$ cat src/rtl/dct_pkg.sv
`timescale 1ns/1ps
package dct_pkg;
    typedef enum logic [2:0] {
        ST_IDLE,
        ST_WAIT_FREE,
        ST_SEND,
        ST_ABORT,
        ST_DONE
    } dct_state_e;
endpackage

$ cat src/rtl/dct_shifter.sv
`timescale 1ns/1ps
// Holds the byte on the line and tracks the bit position inside it.
module dct_shifter #(
    parameter int DW = 8
) (
    input  logic          clk,
    input  logic          rst_n,
    input  logic          load,
    input  logic          shift,
    input  logic [DW-1:0] din,
    input  logic          din_eof,
    output logic          bit_out,
    output logic          last_bit,
    output logic          eof_byte
);
    localparam int CW = (DW > 1) ? $clog2(DW) : 1;

    logic [DW-1:0] sh_q;
    logic [CW-1:0] cnt_q;
    logic          eof_q;

    always_ff @(posedge clk or negedge rst_n) begin
        if (!rst_n) begin
            sh_q  <= '1;
            cnt_q <= '0;
            eof_q <= 1'b0;
        end else if (load) begin
            sh_q  <= din;
            cnt_q <= '0;
            eof_q <= din_eof;
        end else if (shift) begin
            sh_q  <= {1'b1, sh_q[DW-1:1]};
            cnt_q <= cnt_q + 1'b1;
        end
    end

    assign bit_out  = sh_q[0];
    assign last_bit = (cnt_q == CW'(DW - 1));
    assign eof_byte = eof_q;
endmodule

$ cat src/rtl/dct_window.sv
`timescale 1ns/1ps
// Counts bytes started in the current attempt; flags the retry window.
module dct_window #(
    parameter int WIN_BYTES = 4
) (
    input  logic clk,
    input  logic rst_n,
    input  logic clear,
    input  logic inc,
    output logic in_window
);
    localparam int IW = $clog2(WIN_BYTES + 1);

    logic [IW-1:0] idx_q;

    always_ff @(posedge clk or negedge rst_n) begin
        if (!rst_n) begin
            idx_q <= '0;
        end else if (clear) begin
            idx_q <= '0;
        end else if (inc && (idx_q != IW'(WIN_BYTES))) begin
            idx_q <= idx_q + 1'b1;
        end
    end

    assign in_window = (idx_q < IW'(WIN_BYTES));
endmodule

$ cat src/rtl/dct_fsm.sv
`timescale 1ns/1ps
module dct_fsm
    import dct_pkg::*;
(
    input  logic clk,
    input  logic rst_n,
    input  logic fb_req,
    input  logic ind_valid,
    input  logic ind_bit,
    input  logic slot_stb,
    input  logic last_bit,
    input  logic eof_byte,
    input  logic in_window,
    output logic load,
    output logic shift,
    output logic win_clear,
    output logic win_inc,
    output logic tx_en,
    output logic rewind,
    output logic done,
    output logic err
);
    dct_state_e st_q, st_d;
    logic       err_q, err_d;
    logic       coll, free_ind, slot_take, frame_end;

    assign coll      = ind_valid && ind_bit;
    assign free_ind  = ind_valid && !ind_bit;
    assign slot_take = (st_q == ST_SEND) && slot_stb && !coll;
    assign frame_end = slot_take && last_bit && eof_byte;

    // State register
    always_ff @(posedge clk or negedge rst_n) begin
        if (!rst_n) begin
            st_q  <= ST_IDLE;
            err_q <= 1'b0;
        end else begin
            st_q  <= st_d;
            err_q <= err_d;
        end
    end

    // Next state
    always_comb begin
        st_d  = st_q;
        err_d = err_q;
        unique case (st_q)
            ST_IDLE: begin
                if (fb_req) begin
                    st_d  = ST_WAIT_FREE;
                    err_d = 1'b0;
                end
            end
            ST_WAIT_FREE: begin
                if (free_ind) st_d = ST_SEND;
            end
            ST_SEND: begin
                if (coll) begin
                    if (in_window) begin
                        st_d = ST_ABORT;
                    end else begin
                        st_d  = ST_DONE;
                        err_d = 1'b1;
                    end
                end else if (frame_end) begin
                    st_d = ST_DONE;
                end
            end
            ST_ABORT: st_d = ST_WAIT_FREE;
            ST_DONE:  st_d = ST_IDLE;
            default:  st_d = ST_IDLE;
        endcase
    end

    // Outputs
    always_comb begin
        load      = 1'b0;
        win_inc   = 1'b0;
        win_clear = 1'b1;
        tx_en     = 1'b0;
        rewind    = 1'b0;
        done      = 1'b0;
        unique case (st_q)
            ST_IDLE: ;
            ST_WAIT_FREE: begin
                load = free_ind;
            end
            ST_SEND: begin
                tx_en     = 1'b1;
                win_clear = 1'b0;
                if (slot_take && last_bit && !eof_byte) begin
                    load    = 1'b1;
                    win_inc = 1'b1;
                end
            end
            ST_ABORT: rewind = 1'b1;
            ST_DONE:  done   = 1'b1;
            default:  ;
        endcase
    end

    assign shift = slot_take;
    assign err   = err_q;
endmodule

$ cat src/rtl/dct_tx_ctrl.sv
`timescale 1ns/1ps
module dct_tx_ctrl #(
    parameter int DW         = 8,
    parameter int BUF_BYTES  = 2,
    parameter int RETRY_BUFS = 2
) (
    input  logic          clk,
    input  logic          rst_n,
    input  logic          fb_req,
    input  logic [DW-1:0] fb_data,
    input  logic          fb_eof,
    output logic          fb_next,
    output logic          fb_rewind,
    input  logic          slot_stb,
    input  logic          ind_valid,
    input  logic          ind_bit,
    output logic          d_tx,
    output logic          d_en,
    output logic          done,
    output logic          err
);
    localparam int WIN_BYTES = BUF_BYTES * RETRY_BUFS;

    logic load, shift, win_clear, win_inc, tx_en;
    logic bit_out, last_bit, eof_byte, in_window;

    dct_fsm u_fsm (
        .clk       (clk),
        .rst_n     (rst_n),
        .fb_req    (fb_req),
        .ind_valid (ind_valid),
        .ind_bit   (ind_bit),
        .slot_stb  (slot_stb),
        .last_bit  (last_bit),
        .eof_byte  (eof_byte),
        .in_window (in_window),
        .load      (load),
        .shift     (shift),
        .win_clear (win_clear),
        .win_inc   (win_inc),
        .tx_en     (tx_en),
        .rewind    (fb_rewind),
        .done      (done),
        .err       (err)
    );

    dct_shifter #(.DW(DW)) u_shift (
        .clk      (clk),
        .rst_n    (rst_n),
        .load     (load),
        .shift    (shift),
        .din      (fb_data),
        .din_eof  (fb_eof),
        .bit_out  (bit_out),
        .last_bit (last_bit),
        .eof_byte (eof_byte)
    );

    dct_window #(.WIN_BYTES(WIN_BYTES)) u_win (
        .clk       (clk),
        .rst_n     (rst_n),
        .clear     (win_clear),
        .inc       (win_inc),
        .in_window (in_window)
    );

    assign fb_next = load;
    assign d_en    = tx_en;
    assign d_tx    = tx_en ? bit_out : 1'b1;
endmodule

$ cat config.mk
export PLATFORM = sky130hd
export DESIGN_NAME = dct_tx_ctrl
export DESIGN_NICKNAME = d
export VERILOG_FILES = /design/src/rtl/dct_pkg.sv /design/src/rtl/dct_shifter.sv /design/src/rtl/dct_window.sv /design/src/rtl/dct_fsm.sv /design/src/rtl/dct_tx_ctrl.sv
export SDC_FILE = /design/constraint.sdc
export NUM_CORES = 1
export LEC_CHECK = 0
export BUFFER_PORTS_ARGS = -buffer_cell sky130_fd_sc_hd__buf_4
export CAP_MARGIN = 15
export CORE_UTILIZATION = 45
export CTS_CLUSTER_SIZE = 12
export DETAILED_ROUTE_END_ITERATION = 6
export HOLD_SLACK_MARGIN = 0.15
export PLACE_DENSITY = 0.67
export SYNTH_ARGS = -nofsm -noshare
export SYNTH_HDL_FRONTEND = slang
export SYNTH_HIERARCHICAL = 1
export SYNTH_SLANG_ARGS = --single-unit
$ cat constraint.sdc
create_clock -name clk -period 2 [get_ports clk]
set_input_delay 0.2 -clock clk [delete_from_list [all_inputs] [get_ports clk]]
set_output_delay 0.2 -clock clk [all_outputs]
set_load 0.1 [all_outputs]
Word level (Yosys, flattened, before mapping)
Index checks and enable logic that the tools add are counted.
W data, S select, Z words.
- add/sub/neg operators: 2
- $lt $le $gt $ge: 1
- equal/unequal tests: 12
- muxes and demuxes: 23
- reductions and logical operators: 16
- operators by type and width (kind ; count):
    $mux W3 ; 9
    $mux W8 ; 2
    $pmux W3 S4 ; 1
    $mux W1 ; 9
    $logic_and A1 B1 Y1 ; 8
    $add A3 B1 Y3 const B ; 2
    $eq A3 B2 Y1 const B ; 2
    $eq A3 B3 Y1 const B ; 2
    $ne A2 B1 Y1 const B ; 3
    $ne A2 B2 Y1 const B ; 2
    $pmux W1 S2 ; 2
    $reduce_and A4 Y1 ; 1
    $reduce_bool A2 Y1 ; 2
    $eq A3 B1 Y1 const B ; 1
    $logic_not A1 Y1 ; 3
    $logic_not A3 Y1 ; 1
    $lt A3 B3 Y1 const B ; 1
    $ne A3 B1 Y1 const B ; 1
    $ne A3 B3 Y1 const B ; 1
    $reduce_and A3 Y1 ; 1
- register bits after elaboration: 19
- bits of input ports: 15
- output and inout bits: 6
- logic and storage cells: 60

Logic depth before layout (Yosys ltp)
Gate-level depths: netlist (run 1).
- word-level depth: 10
- mapped depth: 7
- gate-level depth less buffers: 5

Modules after synthesis
The synthesis (run 1) kept the hierarchy.
- by module, submodules not included (module ; times used ; cells an instance ; area each (um^2) ; seq. area each (um^2)):
    dct_shifter ; 1 ; 48 ; 551.8 ; 310.3
    dct_fsm ; 1 ; 37 ; 324.1 ; 100.1
    dct_window ; 1 ; 18 ; 190.2 ; 75.1
    dct_tx_ctrl ; 1 ; 1 ; 6.3 ; 0.0

Least setup slack after synthesis (run 1)
No wires, ideal clock.
- kind: register to register
- from: register u_fsm.st_q[0]
- to: register u_shift.eof_q, in the netlist u_shift/eof_byte
- library setup time: 125 ps
- arrival: 2960 ps
- data required time: 1875 ps
- slack: -1085 ps
- cell stages (with the launch flop): 7
- buffers on the path: 2
- period minus slack after synthesis: 3085 ps
- cells stage by stage: dfrtp_1 buf_6 nor3b_4 and3_4 a32o_2 buf_2 mux2_2
- cells in the longest elaborated chain, start to end: 7
- elaborated cells on any way between the ends: 8
- those cells by class: 2 x eq/ne; 2 x mux; 4 x reduce/logical
- RTL lines (what ; RTL line ; source):
    start: declaration ; dct_fsm.sv:23 ; dct_state_e st_q, st_d;
    start signal: assignment ; dct_fsm.sv:38 ; st_q <= st_d;
    $eq A3 B2 Y1 ; dct_fsm.sv:29 ; assign slot_take = (st_q == ST_SEND) && slot_stb && !coll;
    $logic_and A1 B1 Y1 (2 in series) ; dct_fsm.sv:29 ;
    net shift ; dct_tx_ctrl.sv:24 ; logic load, shift, win_clear, win_inc, tx_en;
    $logic_and A1 B1 Y1 (2 in series) ; dct_fsm.sv:91 ; if (slot_take && last_bit && !eof_byte) begin
    $mux W1 ; dct_fsm.sv:91 ;
    $pmux W1 S2 ; dct_fsm.sv:83 ; unique case (st_q)
    net fb_next ; dct_tx_ctrl.sv:12 ; output logic fb_next,
    end signal: assignment ; dct_shifter.sv:30 ; eof_q <= din_eof;
    end: declaration ; dct_shifter.sv:20 ; logic eof_q;
The timed path passes the listed nets, and every way through them passes these cells.
A chain may end at the register's enable or synchronous reset.

Worst setup path in the final report (run 1)
- from: register u_fsm.st_q[0]
- to: output port fb_next
- cells in the longest elaborated chain, start to end: 7
- elaborated cells on any way between the ends: 8
- those cells by class: 2 x eq/ne; 2 x mux; 4 x reduce/logical
- RTL lines (what ; RTL line):
    $eq A3 B2 Y1 ; dct_fsm.sv:29, dct_fsm.sv:83
    $logic_and A1 B1 Y1 (2 in series) ; dct_fsm.sv:29
    $logic_and A1 B1 Y1 (2 in series) ; dct_fsm.sv:91
    $mux W1 ; dct_fsm.sv:91
    $pmux W1 S2 * ; dct_fsm.sv:83
    end: declaration ; dct_tx_ctrl.sv:12
Mark *: on every way between the ends. The rest lies on a longest branch, timed or not.

==> flow_summary.toml, run 1 <==
[outcome]
status = "complete, no violations"

[routing]
vias_per_cell = 5.05
detail_route.first_pass.iterations = 4
drt-initial-drc-count = 9
vias = 839
final_antenna_net_count = 0
remaining_drc_errors = 0
route.detailed.wl_per_inst_um = 12.6
aggregate_routed_wire_length_um = 2100

[placed_design]
dpl-instance-area_um2 = 1270
gp_congestion = 0.768
numPlacedInstances = 152
io_buffers = 20
dp_hpwl_um = 1520
place_worst_setup_slack_ns = 0.219

[floorplanning]
core-area_um2 = 2230
die_w_um = 50.8
initial_core_util = 0.480
design.portCount = 21
die_area_um2 = 2580
chipHeight_um = 50.8
placementRows = 17

[global_route]
grt_pass1_vias = 850
grt_first_pass_wirelength_um = 3530
antenna_found_initial = 0
maximum_number_of_pins_on_one_net_before_global_route_repair = 20
grtUsageTotal = 0.187
grt_overflow = 0

[synthesis]
synth_top_area_share = 0.257
mappedNetlistNets = 123
syn_area_um2 = 1070
synth_edf_count = 0
syn_area_per_cell_um2 = 10.3
synthFlopType = "sky130_fd_sc_hd__dfrtp_1"
netlist-cell-type-count = 32
synth_cells = 104
ys_ff_latch = 19
yosysSeqAreaShare = 0.453
ys_async_sr_fraction = 1.00
synthDominantAreaCellType = "sky130_fd_sc_hd__dfrtp_1"
ys_top_cells_by_area = "sky130_fd_sc_hd__dfrtp_1 26%, sky130_fd_sc_hd__dfstp_2 20%, sky130_fd_sc_hd__mux2i_1 9.3%, sky130_fd_sc_hd__ha_1 4.7%, sky130_fd_sc_hd__o21ai_1 3.7%"
synth_warnings = 6

[setup_path]
crit_chain = "buf_4 > nor3b_1 > a32o_4 > buf_6"
critPathArrivalTime_ns = 1.69
crit_path_max_incr_delay_ns = 0.41
critical_path_required_ns = 1.80
path_class = "flip-flop to output port"
worstSetupStartpointType = "flip-flop"
rrSetupSlack_ns = 0.22
setup.worst_path.end_class = "output port"
critPathMaxFanout = 9
cp_slowest_cell = "sky130_fd_sc_hd__dfrtp_1"

[timing]
finClkSkew_ns = 0.00941
max-slew-margin-rel = 0.749
rsz0062_at_grt = "false"
setup_tns_ns = 0
worst_slew_pin_slew_ns = 0.375
hold_violations = 0
fin_ws_ns = 0.107
min_period_over_period = 0.947
max_freq_mhz = 528
finalSetupViolCount = 0
min_clock_period_post_route_ns = 1.89
max_slew_violation_total_from_the_final_report = 0

[cells_and_area]
final_common_cell = "sky130_fd_sc_hd__buf_4"
flow.area_growth_from_synthesis_pct = 31.4
final-seq-area_um2 = 487
drive_above_1_share = 0.333
num-fill-cells = 202
post_layout_nonfiller_instances = 166
most_used_cells_in_the_layout_excluding_fill_and_tap_cells = "24 x sky130_fd_sc_hd__buf_4, 10 x sky130_fd_sc_hd__dlygate4sd3_1, 10 x sky130_fd_sc_hd__nand2_1, 10 x sky130_fd_sc_hd__dfrtp_1, 10 x sky130_fd_sc_hd__mux2i_1"
finalInstanceArea_um2 = 1410
fin_nets = 158
multi_input_gate_area_in_the_final_layout_um2 = 539
num_antenna_cells = 0

[flow_run]
cap_violations = 0

[cts]
cts_tree = "built"
clk_pin_slew_ns = 0.12
maximum_root_to_sink_buffer_count = 2
cts_root_buf = "sky130_fd_sc_hd__clkbuf_4"
clock_insertion_delay_worst_skew_ns = 0.30
cts-htree-levels = 1
cts_buffers = 3
clock_sink_count = 19

[power_and_ir_drop]
p_per_area_nw_per_um2 = 972
p_total_mw = 1.37
max-vdd-ir-drop_uv = 838
total_leakage_power_nw = 0.606

[min_path]
timing.hold.worst.class = "input pin to flip-flop"
-- timing repair --
action / 4_1_cts / 5_1_grt
setup buffers: 0 / 0
endpoints found under the hold margin: 28 / 0
resized for setup: 1 / 1
hold buffers: 10 / 0
endpoints found under the setup margin: 1 / 1
-- cell usage after synthesis, types with 2 or more instances --
master and instances:
sky130_fd_sc_hd__nor2_1 8, sky130_fd_sc_hd__nand3_1 3, sky130_fd_sc_hd__nand2_1 10, sky130_fd_sc_hd__ha_1 4, sky130_fd_sc_hd__o21ai_1 8, sky130_fd_sc_hd__buf_2 2, sky130_fd_sc_hd__buf_6 3, sky130_fd_sc_hd__dfstp_2 8
sky130_fd_sc_hd__nor3b_1 2, sky130_fd_sc_hd__mux2i_1 10, sky130_fd_sc_hd__mux2_2 2, sky130_fd_sc_hd__nor2b_1 3, sky130_fd_sc_hd__o21ai_0 2, sky130_fd_sc_hd__dfrtp_1 11, sky130_fd_sc_hd__a21oi_1 2, sky130_fd_sc_hd__nand2b_1 4
sky130_fd_sc_hd__inv_1 7
-- worst paths after layout --
check | start | end | cells past startpoint
worst min-delay path | ind_valid | u_fsm/st_q[1] | 3
worst min register to register | u_shift/sh_q[7] | u_shift/sh_q[7] | 2
worst max-delay path | u_fsm/st_q[0] | fb_next | 4
worst max register to register | u_fsm/st_q[2] | u_win/idx_q[0] | 5
max in group asynchronous | rst_n | u_shift/sh_q[1] | 2
min in group asynchronous | rst_n | u_fsm/err | 2
-- final cells by class --
type | count | area share
Multi-Input combinational cell | 73 | 0.383
Sequential cell | 19 | 0.345
Clock buffer | 3 | 0.0160
Inverter | 7 | 0.0187
Clock inverter | 1 | 0.00533
Tap cell | 28 | 0.0249
Timing Repair Buffer | 35 | 0.207
-- metrics by stage --
step / hold slack (ns) / utilization
after floorplan: -0.0956 / -
after global placement: 0.0897 / 0.570
after detailed placement: 0.0890 / 0.570
after CTS: 0.184 / 0.630
after global routing: 0.194 / 0.631
final: 0.203 / 0.631
-- metal layers --
| layer | wire length, um | share of wire | up-vias | track usage |
|---|---|---|---|---|
| li1 | - | - | 424 | - |
| met1 | 926 | 0.44 | 397 | 0.216 |
| met2 | 1090 | 0.52 | 16 | 0.349 |
| met3 | 57 | 0.027 | 2 | 0.0179 |
| met4 | 16 | 0.0076 | 0 | 0.0833 |
| met5 | 0 | 0 | - | 0 |
-- state kept, by name, indices dropped and copies added (netlist names) --
register and cells:
u_shift/sh_q 8, u_fsm/st_q 3, u_shift/cnt_q 3, u_win/idx_q 3
u_fsm/err 1, u_shift/eof_byte 1
-- report_power, final --
part	switching [mW]	leakage (nW)	total (mW)	internal [mW]
sequential	0.0698	0.229	0.622	0.552
combinational	0.330	0.363	0.552	0.222
clock	0.120	0.0139	0.196	0.0760
total	0.520	0.606	1.37	0.850
-- cells by family after synthesis --
logic type / after synthesis / share of synthesized area
AOI/OAI and AO/OA: 18 / 0.106
DFF: 19 / 0.453
and+or+nand+nor: 37 / 0.193
muxes: 13 / 0.128
buffers and inverters: 12 / 0.0653
adders and majority gates: 4 / 0.0467
xor gates and xnor gates: 1 / 0.00817
-- critical path, delay by kind of cell (launching register included) --
kind | cells | cell delay, ns
AOI/OAI and AO/OA | 1 | 0.23
buffers and inverters | 2 | 0.40
DFF | 1 | 0.41
and+or+nand+nor | 1 | 0.35
(Power assumes the default switching activity.)
==> run 2: changes to the inputs <==
--- a/config.mk
+++ b/config.mk
@@ -12,6 +12,7 @@
 export DETAILED_ROUTE_END_ITERATION = 6
 export HOLD_SLACK_MARGIN = 0.15
 export PLACE_DENSITY = 0.67
+export REMOVE_ABC_BUFFERS = 1
 export SYNTH_ARGS = -nofsm -noshare
 export SYNTH_HDL_FRONTEND = slang
 export SYNTH_HIERARCHICAL = 1
==> run 2 against run 1 <==
Effect of this change:
- worst hold slack gained 0.0057 ns
- combinational power shrank 11%
- clock power shrank 5%
- register-to-register slack is essentially flat
- non-clock buffer count shrank 1
- clock-buffer cell count grew 1
- die area is the same
- critical path type unchanged
- highest routed layer unchanged
==> flow_summary.toml, run 2 (synthesis results as in run 1) <==
[outcome]
status = "complete, no violations"

[floorplanning]
design.portCount = 21
placementRows = 17
initial_core_util = 0.480
die_w_um = 50.8
core-area_um2 = 2230
die_area_um2 = 2580
chipHeight_um = 50.8

[setup_path]
worstSetupStartpoint = "u_fsm/st_q[1]"
rrSetupSlack_ns = 0.21
critPathMaxFanout = 9
critical_path_required_ns = 1.80
ff2ff_path_depth = 5
critPathArrivalTime_ns = 1.67
worstSetupStartpointType = "flip-flop"
crit_path_end = "fb_next"
setup.worst_path.end_class = "output port"
timing.rr.end = "u_win/idx_q[0]"
path_class = "flip-flop to output port"
r2r_start = "u_fsm/st_q[1]"

[global_route]
grt_pass1_vias = 834
global_route.peak_usage_layer = "met2"
antenna_found_initial = 0
grt_first_pass_wirelength_um = 3510
gr-usage-met3 = 0.0179
maximum_number_of_pins_on_one_net_before_global_route_repair = 20
use_met1 = 0.226
global_route.usage.met2 = 0.320
grt_overflow = 0
grtUsageTotal = 0.181

[timing]
rsz0062_at_grt = "false"
max_slew_violation_total_from_the_final_report = 0
hold_violations = 0
min_clock_period_post_route_ns = 1.87
finClkSkew_ns = 0.000913
setup_tns_ns = 0
max-slew-margin-rel = 0.789
min_period_over_period = 0.935
finalSetupViolCount = 0
max_freq_mhz = 535
worst_slew_pin_slew_ns = 0.316

[routing]
detail_route.first_pass.iterations = 4
aggregate_routed_wire_length_um = 1960
remaining_drc_errors = 0
drt-initial-drc-count = 8
vias = 826
vias_per_cell = 5.01
route.detailed.wl_per_inst_um = 11.9
final_antenna_net_count = 0

[placed_design]
numPlacedInstances = 150
dp_hpwl_um = 1390
io_buffers = 20
gp_congestion = 0.796

[power_and_ir_drop]
p_per_area_nw_per_um2 = 962
power_frac_clock = 0.140
max-vdd-ir-drop_uv = 620
pwr-share-seq = 0.491
switching_power_mw = 0.492
p_sw_frac = 0.371
total_leakage_power_nw = 0.609
p_total_mw = 1.33
p_comb_frac = 0.369
internal_power_mw = 0.833

[cts]
cts_tree = "built"
cts_root_buf = "sky130_fd_sc_hd__clkbuf_4"
cts-htree-levels = 1
clock_sink_count = 19
clk_pin_slew_ns = 0.10
maximum_root_to_sink_buffer_count = 2
cts_buffers = 3
clock_insertion_delay_worst_skew_ns = 0.28

[cells_and_area]
drive_above_1_share = 0.307
largest_register_ff_count = 8
multi_input_gate_area_in_the_final_layout_um2 = 517
num-fill-cells = 196
flow.area_growth_from_synthesis_pct = 28.5
largest_register_by_flop_count = "u_shift/sh_q"
final_common_cell = "sky130_fd_sc_hd__buf_4"
fin_nets = 157
post_layout_nonfiller_instances = 165
most_used_cells_in_the_layout_excluding_fill_and_tap_cells = "23 x sky130_fd_sc_hd__buf_4, 11 x sky130_fd_sc_hd__dfrtp_1, 10 x sky130_fd_sc_hd__dlygate4sd3_1, 10 x sky130_fd_sc_hd__nand2_1, 10 x sky130_fd_sc_hd__mux2i_1"
num_antenna_cells = 0
final-seq-area_um2 = 485

[min_path]
beginning_of_the_worst_hold_path = "ind_bit"
timing.hold.worst.class = "input pin to flip-flop"

[flow_run]
cap_violations = 0
-- run 2: cell count changes in the layout (fill, tap and decap cells not counted), sizes merged --
cell / previous run / this run
buf: 25 / 24
clkbuf: 3 / 4
clkinvlp: 1 / 0
-- run 2: metal layers --
metal / routed length (um) / share of wire
met4: 10 / 0.0051
met2: 1020 / 0.52
met5: 0 / 0
met1: 873 / 0.44
met3: 62 / 0.032
-- run 2: stage by stage --
stage	instance area, um^2	util	worst slack (ns)	hold slack [ns]
2_1_floorplan	1030	-	-1.17	-0.0956
3_3_place_gp	1240	0.554	0.269	0.0870
3_5_place_dp	1240	0.554	0.239	0.0898
4_1_cts	1380	0.617	0.121	0.197
5_1_grt	1380	0.617	0.0542	0.209
6_report	1380	0.617	0.130	0.209
-- run 2: final cells by class --
| cell class | count | share of cell area |
|---|---|---|
| multi-input combinational | 73 | 0.375 |
| sequential | 19 | 0.352 |
| timing repair buffer | 34 | 0.209 |
| tap | 28 | 0.0254 |
| clock buffer | 4 | 0.0191 |
| inverter | 7 | 0.0191 |
-- run 2: power by group through the flow --
stage	registers, mW	clock network [mW]	logic [mW]
global route	0.668	0.209	0.542
finish	0.650	0.186	0.489
floorplan	0.633	0	0.356
detailed placement	0.658	0	0.464
CTS	0.651	0.200	0.494
global placement	0.652	0	0.454
-- run 2: worst max-delay path: stages, from the launching register on --
cell and delay, ns:
sky130_fd_sc_hd__dfrtp_1 0.49, sky130_fd_sc_hd__nor3b_4 0.26, sky130_fd_sc_hd__and3_4 0.22, sky130_fd_sc_hd__a32o_2 0.21, sky130_fd_sc_hd__buf_8 0.20
-- run 2: timing repair --
| item | 4_1_cts | 5_1_grt |
|---|---|---|
| buffers inserted | 1 | 0 |
| hold buffers | 10 | 0 |
| hold endpoints to repair | 28 | 0 |
| resized for setup | 2 | 0 |
| endpoints found under the setup margin | 1 | 0 |
-- run 2: worst min path at each step --
stage / cells after the start / endpoint
after floorplan: 0 / u_fsm/err
after global routing: 3 / u_fsm/st_q[0]
after detailed placement: 1 / u_fsm/err
after CTS: 3 / u_fsm/st_q[0]
after global placement: 1 / u_fsm/err
final: 3 / u_fsm/st_q[0]
==> run 3: changes to the inputs <==
==> constraint.sdc (replaced) <==
create_clock -name clk -period 1.9 [get_ports clk]
set_input_delay 0.19 -clock clk [delete_from_list [all_inputs] [get_ports clk]]
set_output_delay 0.19 -clock clk [all_outputs]
set_load 0.1 [all_outputs]
==> run 3 against run 2 <==
Effect of this change:
- design area up 3.6%
- non-clock buffer count rose by 6
- die area did not move
- first-iteration DRC count is 100% higher
- setup slack lost 0.066 ns
- total power increased by 9.8%
- routed wire length increased by 6.4%
- combinational power up 21%
- utilization up 2.2 points
- clock-buffer cell count is the same
- global-route usage up 0.39 points
- critical path type unchanged
- critical endpoint unchanged
- highest routed layer unchanged
==> flow_summary.toml, run 3 (synthesis results as in run 1) <==
[global_route]
grt_pass1_vias = 776
grt_overflow = 0
maximum_number_of_pins_on_one_net_before_global_route_repair = 20
grtUsageTotal = 0.185
grt_first_pass_wirelength_um = 3440
antenna_found_initial = 0

[power_and_ir_drop]
switching_power_mw = 0.543
p_per_area_nw_per_um2 = 1020
internal_power_mw = 0.912
power_frac_clock = 0.137
p_comb_frac = 0.408
pwr-share-seq = 0.455
max-vdd-ir-drop_uv = 698
p_sw_frac = 0.373
p_total_mw = 1.45
total_leakage_power_nw = 0.642

[timing]
min_clock_period_post_route_ns = 1.84
worst_slew_pin_slew_ns = 0.322
max_freq_mhz = 545
rsz0062_at_grt = "false"
max_slew_violation_total_from_the_final_report = 0
hold_violations = 0
min_period_over_period = 0.967
finalSetupViolCount = 0
max-slew-margin-rel = 0.785
finClkSkew_ns = 0.00275
setup_tns_ns = 0

[routing]
vias_per_cell = 5.05
remaining_drc_errors = 0
route.detailed.wl_per_inst_um = 12.2
drt-initial-drc-count = 16
final_antenna_net_count = 0
vias = 864
detail_route.first_pass.iterations = 4
aggregate_routed_wire_length_um = 2090

[cells_and_area]
most_used_cells_in_the_layout_excluding_fill_and_tap_cells = "29 x sky130_fd_sc_hd__buf_4, 11 x sky130_fd_sc_hd__dfrtp_1, 10 x sky130_fd_sc_hd__dlygate4sd3_1, 10 x sky130_fd_sc_hd__nand2_1, 10 x sky130_fd_sc_hd__mux2i_1"
largest_register_ff_count = 8
finalInstanceArea_um2 = 1430
finish.utilization = 0.639
drive_above_1_share = 0.336
final_common_cell = "sky130_fd_sc_hd__buf_4"
post_layout_nonfiller_instances = 171
fin_nets = 163
num_antenna_cells = 0
flow.area_growth_from_synthesis_pct = 33.1
largest_register_by_flop_count = "u_shift/sh_q"

[floorplanning]
core-area_um2 = 2230
chipHeight_um = 50.8
die_w_um = 50.8
die_area_um2 = 2580
placementRows = 17
initial_core_util = 0.480
design.portCount = 21

[cts]
clk_pin_slew_ns = 0.10
cts_root_buf = "sky130_fd_sc_hd__clkbuf_4"
clock_sink_count = 19
maximum_root_to_sink_buffer_count = 2
cts_buffers = 3
cts-htree-levels = 1
clock_insertion_delay_worst_skew_ns = 0.29
cts_tree = "built"

[setup_path]
setup.worst_path.end_class = "output port"
number_of_buffer_and_inverter_instances_along_the_worst_setup_path = 2
crit_path_max_incr_delay_ns = 0.41
worstSetupStartpointType = "flip-flop"
r2r_start = "u_fsm/st_q[2]"
critPathMaxFanout = 9
timing.rr.end = "u_win/idx_q[0]"
path_delay_family = "flip-flops"
crit_chain = "buf_4 > nor3b_1 > a32o_2 > buf_12"
ff2ff_path_depth = 5
critical_path_required_ns = 1.71
critPathArrivalTime_ns = 1.65
path_class = "flip-flop to output port"
cp_slowest_cell = "sky130_fd_sc_hd__dfrtp_1"
rrSetupSlack_ns = 0.18

[min_path]
holdPathEnd = "u_fsm/st_q[0]"
beginning_of_the_worst_hold_path = "ind_bit"
timing.hold.worst_path_depth = 3
timing.hold.worst.class = "input pin to flip-flop"

[outcome]
status = "complete, no violations"

[placed_design]
dpl-instance-area_um2 = 1270
numPlacedInstances = 154
dp_hpwl_um = 1460
gp_congestion = 0.770
io_buffers = 20

[flow_run]
cap_violations = 0
run 3: cell count changes in the layout (fill, tap and decap cells not counted):
| cell | delta |
|---|---|
| sky130_fd_sc_hd__buf_12 | +1 |
| sky130_fd_sc_hd__buf_8 | -1 |
| sky130_fd_sc_hd__buf_4 | +6 |
run 3: cell type report:
cell class                      instances  area (um^2)
Tap cell                               28         35.0
Sequential cell                        19          485
Multi-Input combinational cell         73          517
Clock buffer                            4         26.3
Fill cell                             187          806
Inverter                                7         26.3
Timing Repair Buffer                   40          338
run 3: what timing repair did:
item / 4_1_cts / 5_1_grt
pin swaps: 0 / 2
resized for setup: 1 / 2
setup endpoints to repair: 1 / 1
hold buffers: 10 / 0
buffers inserted: 0 / 3
hold endpoints to repair: 28 / 0
run 3: power groups by stage:
stage	sequential, mW	clock, mW	combinational [mW]
after global routing	0.679	0.225	0.647
after floorplan	0.666	0	0.374
final	0.662	0.199	0.594
after detailed placement	0.667	0	0.552
after global placement	0.660	0	0.543
after CTS	0.661	0.210	0.573
run 3: worst register-to-register path: cells and delay by family, from the launching register on:
family             cells  cell delay (ns)
AOI/OAI and AO/OA      1             0.23
DFF                    1             0.42
muxes                  1             0.31
and+or+nand+nor        3             0.65
run 3: worst max path at each step:
stage             startpoint          endpoint  slack [ns]  cells past startpoint
2_1_floorplan  u_fsm/st_q[0]  u_shift/eof_byte       -1.27                      4
3_3_place_gp   u_fsm/st_q[2]    u_win/idx_q[0]        0.23                      5
3_5_place_dp   u_fsm/st_q[2]    u_win/idx_q[0]        0.18                      5
4_1_cts        u_fsm/st_q[2]           fb_next        0.03                      4
5_1_grt        u_fsm/st_q[0]           fb_next        0.02                      4
6_report       u_fsm/st_q[0]           fb_next        0.06                      4
run 3: metal layers:
metal	share of wire	GRT usage	vias to the layer above
met5	0	0	-
met4	0.018	0.0972	0
met3	0.033	0.0357	4
met2	0.49	0.293	22
met1	0.46	0.238	405
li1	-	-	433
run 3: stage by stage:
step           worst slack, ns  hold WS (ns)
2_1_floorplan            -1.27        -0.106
3_3_place_gp             0.228        0.0750
3_5_place_dp             0.177        0.0767
4_1_cts                 0.0298         0.162
5_1_grt                 0.0194         0.184
6_report                0.0635         0.169
